<file path="config.mk">
export PLATFORM = sky130hd
export DESIGN_NAME = lp_mode_seq
export DESIGN_NICKNAME = d
export VERILOG_FILES = /design/src/rtl/lp_mode_seq.sv
export SDC_FILE = /design/constraint.sdc
export NUM_CORES = 1
export LEC_CHECK = 0
export BUFFER_PORTS_ARGS = -buffer_cell sky130_fd_sc_hd__buf_2
export CAP_MARGIN = 25
export CORE_UTILIZATION = 46
export DETAILED_ROUTE_END_ITERATION = 7
export HOLD_SLACK_MARGIN = 0.02
export PLACE_DENSITY = 0.79
export SLEW_MARGIN = 20
export SYNTH_ARGS = -nofsm -noshare
export SYNTH_HDL_FRONTEND = slang
export SYNTH_SLANG_ARGS = --single-unit
</file>
<file path="constraint.sdc">
create_clock -name clk -period 2.35 [get_ports clk]
set_clock_uncertainty 0.2 [all_clocks]
set_input_delay 0.1175 -clock clk [delete_from_list [all_inputs] [get_ports clk]]
set_output_delay 0.1175 -clock clk [all_outputs]
set_load 0.005 [all_outputs]
</file>
<file path="src/rtl/lp_mode_seq.sv">
module lp_mode_seq #(
  parameter int NWAKE      = 11,
  parameter int WDT_IDX    = 10,
  parameter int IRC_CNT    = 4,
  parameter int OSC_CNT    = 4096,
  parameter int IRC_START  = 60,
  parameter int FLASH_WAKE = 100
) (
  input  logic             clk,
  input  logic             rst_n,
  input  logic             sleep_req,
  input  logic             sleep_pd,
  input  logic             src_osc,
  input  logic [NWAKE-1:0] wake_src,
  input  logic [NWAKE-1:0] wake_en,
  input  logic [1:0]       flag_clr,
  output logic             cpu_clk_en,
  output logic             flash_ready,
  output logic             osc_en,
  output logic             irc_en,
  output logic             pll_disconnect,
  output logic             div_reset,
  output logic [1:0]       mode,
  output logic             ds_flag,
  output logic             pd_flag
);
  localparam int IRC_PD = IRC_START + IRC_CNT;
  localparam int MAX_A  = (OSC_CNT > IRC_PD) ? OSC_CNT : IRC_PD;
  localparam int MAXC   = (MAX_A > FLASH_WAKE) ? MAX_A : FLASH_WAKE;
  localparam int CW     = $clog2(MAXC + 1);
  localparam logic [1:0] M_RUN = 2'd0, M_DS = 2'd1, M_PD = 2'd2, M_WAKE = 2'd3;

  logic [1:0]    mode_q;
  logic          pd_q, src_osc_q, pend_q, fbusy_q;
  logic [CW-1:0] cnt_q, fcnt_q;

  wire sleeping = (mode_q == M_DS) || (mode_q == M_PD);
  wire in_pd    = (mode_q == M_PD) || ((mode_q == M_RUN) && sleep_pd);
  wire [NWAKE-1:0] wdt_bit = NWAKE'(1) << WDT_IDX;
  wire wake_hit = |(wake_src & wake_en & ~(in_pd ? wdt_bit : '0));
  wire go = (mode_q == M_RUN) && sleep_req && !fbusy_q;
  wire [CW-1:0] wake_len = src_osc_q ? CW'(OSC_CNT - 1) :
                           pd_q      ? CW'(IRC_PD - 1)  : CW'(IRC_CNT - 1);

  always_ff @(posedge clk or negedge rst_n) begin
    if (!rst_n) begin
      mode_q    <= M_RUN;
      pd_q      <= 1'b0;
      src_osc_q <= 1'b0;
      pend_q    <= 1'b0;
      cnt_q     <= '0;
    end else begin
      case (mode_q)
        M_RUN: if (go) begin
          mode_q    <= sleep_pd ? M_PD : M_DS;
          pd_q      <= sleep_pd;
          src_osc_q <= src_osc;
          pend_q    <= wake_hit;
        end
        M_DS, M_PD: if (wake_hit || pend_q) begin
          mode_q <= M_WAKE;
          pend_q <= 1'b0;
          cnt_q  <= wake_len;
        end
        default: begin
          if (cnt_q == '0) mode_q <= M_RUN;
          else cnt_q <= cnt_q - 1'b1;
        end
      endcase
    end
  end

  always_ff @(posedge clk or negedge rst_n) begin
    if (!rst_n) begin
      fbusy_q <= 1'b0;
      fcnt_q  <= '0;
    end else if (go && sleep_pd) begin
      fbusy_q <= 1'b1;
      fcnt_q  <= CW'(FLASH_WAKE);
    end else if (fbusy_q && !sleeping) begin
      fcnt_q <= fcnt_q - 1'b1;
      if (fcnt_q == CW'(1)) fbusy_q <= 1'b0;
    end
  end

  always_ff @(posedge clk or negedge rst_n) begin
    if (!rst_n) begin
      ds_flag <= 1'b0;
      pd_flag <= 1'b0;
    end else begin
      ds_flag <= (ds_flag & ~flag_clr[0]) | (go & ~sleep_pd);
      pd_flag <= (pd_flag & ~flag_clr[1]) | (go & sleep_pd);
    end
  end

  assign mode           = mode_q;
  assign cpu_clk_en     = (mode_q == M_RUN);
  assign flash_ready    = !fbusy_q;
  assign osc_en         = (mode_q == M_RUN) || ((mode_q == M_WAKE) && src_osc_q);
  assign irc_en         = (mode_q == M_RUN) || (mode_q == M_DS) ||
                          ((mode_q == M_WAKE) && (!src_osc_q || !pd_q));
  assign pll_disconnect = (mode_q != M_RUN);
  assign div_reset      = (mode_q != M_RUN);

  a_r2_ds_entry: assert property (@(posedge clk) disable iff (!rst_n)
    ($past(mode_q) == M_RUN && mode_q == M_DS) |-> ds_flag && flash_ready && irc_en && !osc_en);
  a_r3_pd_flash_off: assert property (@(posedge clk) disable iff (!rst_n)
    (mode_q == M_PD) |-> !flash_ready && !irc_en && pd_flag);
  a_r4_wdt_ignored: assert property (@(posedge clk) disable iff (!rst_n)
    (mode_q == M_PD && !pend_q && (wake_src & wake_en) == wdt_bit) |=> mode_q == M_PD);
  a_r5_release_after_wake: assert property (@(posedge clk) disable iff (!rst_n)
    $rose(cpu_clk_en) |-> $past(mode_q) == M_WAKE);
  a_r8_flash_drop_on_pd: assert property (@(posedge clk) disable iff (!rst_n)
    $fell(flash_ready) |-> mode_q == M_PD);
  a_r9_pending_wake: assert property (@(posedge clk) disable iff (!rst_n)
    (sleeping && pend_q) |=> mode_q == M_WAKE);
  a_r10_flag_sticky: assert property (@(posedge clk) disable iff (!rst_n)
    (ds_flag && !flag_clr[0]) |=> ds_flag);
  a_r11_no_reentry: assert property (@(posedge clk) disable iff (!rst_n)
    (mode_q == M_RUN && !flash_ready) |=> mode_q == M_RUN);
endmodule

</file>
==> impl_metrics.py <==
metrics = {
    "critical_path": {
        "critPathKind": "reg -> reg",
        "cp_cell_sequence": "inv_1, ha_4, buf_4, nand4b_2, a2111oi_4, nand3b_1, xor2_1, nor2_1",
        "cp_data_arrival_time_ps": 2180,
        "critPathCaptureType": "flop",
        "critical_path.max_stage_delay_ps": 410,
        "rr_worst_depth": 8,
        "rr_startpoint": "mode[0]$_DFFE_PN0P_",
        "crit_path_start_kind": "flop",
        "crit_fanout": 11,
        "regToRegSetupSlack_ps": 140,
        "timing.rr.end": "fcnt_q[10]$_DFFE_PN0P_",
        "required_ps": 2320,
        "slowest_stage": "a2111oi_4",
    },
    "placed_design": {
        "io_buffers": 38,
        "dp_slack_ps": 76.2,
        "place_hpwl_um": 3340,
        "place.gp.congestion": 0.805,
    },
    "timing": {
        "hold_violations": 0,
        "fin_tns_setup_ps": 0,
        "fin_crit_sh_pct": 94.1,
        "slew_headroom_pct": 48.1,
        "fin_crit_ps": 2210,
        "grt_setup_unrepaired": "no",
        "slew_viol_final": 0,
        "worst_slack_ps": 139,
        "whs_ps": 56.1,
        "tightest_slew_ps": 779,
        "setup_violations": 0,
        "fmax_mhz": 452,
    },
    "layout": {
        "nNetsFinal": 318,
        "drive_above_1_share_pct": 26.2,
        "areaGrowthSynthToFinish_pct": 21.8,
        "antenna_cells": 0,
    },
    "drt": {
        "drtPass1Iterations": 5,
        "wl_um": 4860,
        "wl_per_cell_um": 14.6,
        "vias_per_cell": 5.85,
        "drc": 0,
        "ant_nets": 0,
        "drt_iter0_drc": 175,
        "vias": 1954,
    },
    "clock_tree": {
        "cts_tree": "done",
        "path_clk_slew_ps": 80,
        "clockBufferDepth": 2,
        "htreeDepth": 2,
        "cts_root_buffer": "clkbuf_8",
        "cts-buffers-inserted": 5,
        "cts.sinks": 34,
        "clk_latency_ps": 300,
    },
    "logic_synthesis": {
        "yosysSeqAreaShare_pct": 39.7,
        "async_reset_ff_share_pct": 100,
        "synth_area_per_cell_um2": 9.47,
        "yosys.area_share.simple_pct": 28.5,
        "synthDistinctLibCells": 51,
        "synth_most_common_cell": "dfrtp_1",
        "muxShareOfSynthArea_pct": 0.526,
        "synth.top_cell.area_share_pct": 39.7,
        "synth_top_family_by_area": "simple AND/OR/NAND/NOR gates",
        "synth_xor_area_share_pct": 4.50,
        "synth_compound_area_share_pct": 17.1,
        "synthCells": 226,
        "ys_seq_elements": 34,
        "ys_top_cells_by_area": "dfrtp_1 (40%), ha_1 (4.7%), nand2_1 (3.2%)",
        "syn-cell-area_mm2": 0.00214,
        "synth_top_area_cell": "dfrtp_1",
        "syn_nets": 263,
        "synth_edf_count": 0,
        "synth_warnings": 0,
        "ys.flop_type": "dfrtp_1",
        "synthAdderAreaFrac_pct": 4.68,
        "netlist_top_cells_count": "dfrtp_1 (34), nand2_1 (18), nor2_1 (18)",
    },
    "die": {
        "ios": 39,
        "fp.dieW_um": 70.2,
        "die_h_um": 70.2,
        "dieArea_mm2": 0.00493,
        "num_rows": 24,
        "coreArea_mm2": 0.00441,
        "start_util_pct": 48.5,
    },
    "worst_hold_path": {
        "min_to": "fbusy_q$_DFFE_PN0P_",
        "hold_start": "sleep_req",
        "hold_depth": 3,
        "worst_hold_path_type": "in -> reg",
    },
    "global_route": {
        "grtUsageTotal_pct": 20.4,
        "grt_max_degree": 35,
        "grt_first_pass_wirelength_um": 7980,
        "antenna_found_initial": 0,
        "gr-total-overflow": 0,
        "grt_pass1_vias": 1808,
    },
    "flow_run": {
        "maxCapViolCount": 0,
    },
    "power_and_ir_drop": {
        "p_per_area_mw_per_mm2": 1090,
        "leakagePower_uw": 0.00124,
        "worst_ir_drop_vdd_v": 0.000756,
    },
    "outcome": {
        "status": "completed",
    },
}
## registers in the layout (all words and copies together) (netlist names)
signal,flops
cnt_q,13
mode,2
fcnt_q,13
pend_q,1
pd_flag,1
src_osc_q,1
fbusy_q,1
ds_flag,1
pd_q,1
## cells by family (layout without fill, tap and decap cells)
logic type | Yosys count | after routing
adders and majority gates | 8 | 8
and+or+nand+nor | 105 | 105
AOI/OAI and AO/OA | 44 | 44
DFF | 34 | 34
muxes | 1 | 1
buffers and inverters | 23 | 79
xor gates and xnor gates | 11 | 11
## worst max-delay path by stage
stage / start / endpoint / slack [ps] / cells after the start
after floorplan: mode[0]$_DFFE_PN0P_ / fcnt_q[8]$_DFFE_PN0P_ / 160 / 8
after global placement: mode[1]$_DFFE_PN0P_ / cnt_q[12]$_DFFE_PN0P_ / 150 / 6
after detailed placement: mode[1]$_DFFE_PN0P_ / cnt_q[12]$_DFFE_PN0P_ / 80 / 6
after CTS: mode[1]$_DFFE_PN0P_ / cnt_q[12]$_DFFE_PN0P_ / 40 / 6
after global routing: mode[0]$_DFFE_PN0P_ / cnt_q[9]$_DFFE_PN0P_ / 8 / 8
final: mode[0]$_DFFE_PN0P_ / fcnt_q[10]$_DFFE_PN0P_ / 140 / 8
## report_power, final
part           total, uW  switching [uW]  internal (uW)  leakage, uW
Clock                454             218            236    0.0000482
Combinational       1540             838            701     0.000766
Sequential           859             135            724     0.000422
Total               2850            1190           1660      0.00124
## routing by layer
metal / vias to the layer above / part of all wire, % / track usage (%)
met3: 16 / 5.8 / 5.19
met1: 922 / 44 / 25.3
met2: 74 / 48 / 34.1
met5: - / 0 / 0
li1: 942 / - / -
met4: 0 / 2.1 / 7.56
## cells in the final DEF, fill, tap and decap left out, types with 5 or more instances in the layout
master	instances
o31ai_1	7
nor2_1	18
nand4_1	6
nor3_1	8
clkbuf_8	6
buf_2	38
nor4_1	8
dlygate4sd3_1	5
a211o_1	7
nand2_1	18
buf_4	15
or3_1	6
xnor2_1	5
xor2_1	6
inv_1	12
nor2b_1	5
ha_1	7
nand3b_1	9
dfrtp_1	34
## repair_timing
item | 4_1_cts | 5_1_grt
gates resized for setup | 0 | 4
hold buffers | 5 | 0
endpoints found under the hold margin | 37 | 0
setup buffers | 0 | 2
endpoints found under the setup margin | 0 | 15
## area by class of cell
| type | count | area, um^2 |
|---|---|---|
| Clock buffer | 7 | 86.3 |
| Clock inverter | 1 | 5.00 |
| Fill cell | 376 | 1810 |
| Inverter | 13 | 48.8 |
| Multi-Input combinational cell | 169 | 1200 |
| Sequential cell | 34 | 851 |
| Tap cell | 52 | 65.1 |
| Timing Repair Buffer | 58 | 353 |
## critical path: cells and delay by family, from the launching register on
kind / cells / cell delay [ps]
compound gates: 1 / 410
xor+xnor: 1 / 180
fa+ha+maj: 1 / 150
buf+inv: 2 / 310
flops: 1 / 380
simple gates: 3 / 450
## stage by stage
step	instances	total power (uW)	instance area, um^2	utilization (%)
after floorplan	226	1890	2140	-
after global placement	319	2290	2440	55.2
after detailed placement	319	2310	2440	55.2
after CTS	332	2790	2580	58.4
after global routing	334	3070	2610	59.1
final	334	2850	2610	59.1
(Power assumes the default switching activity.)
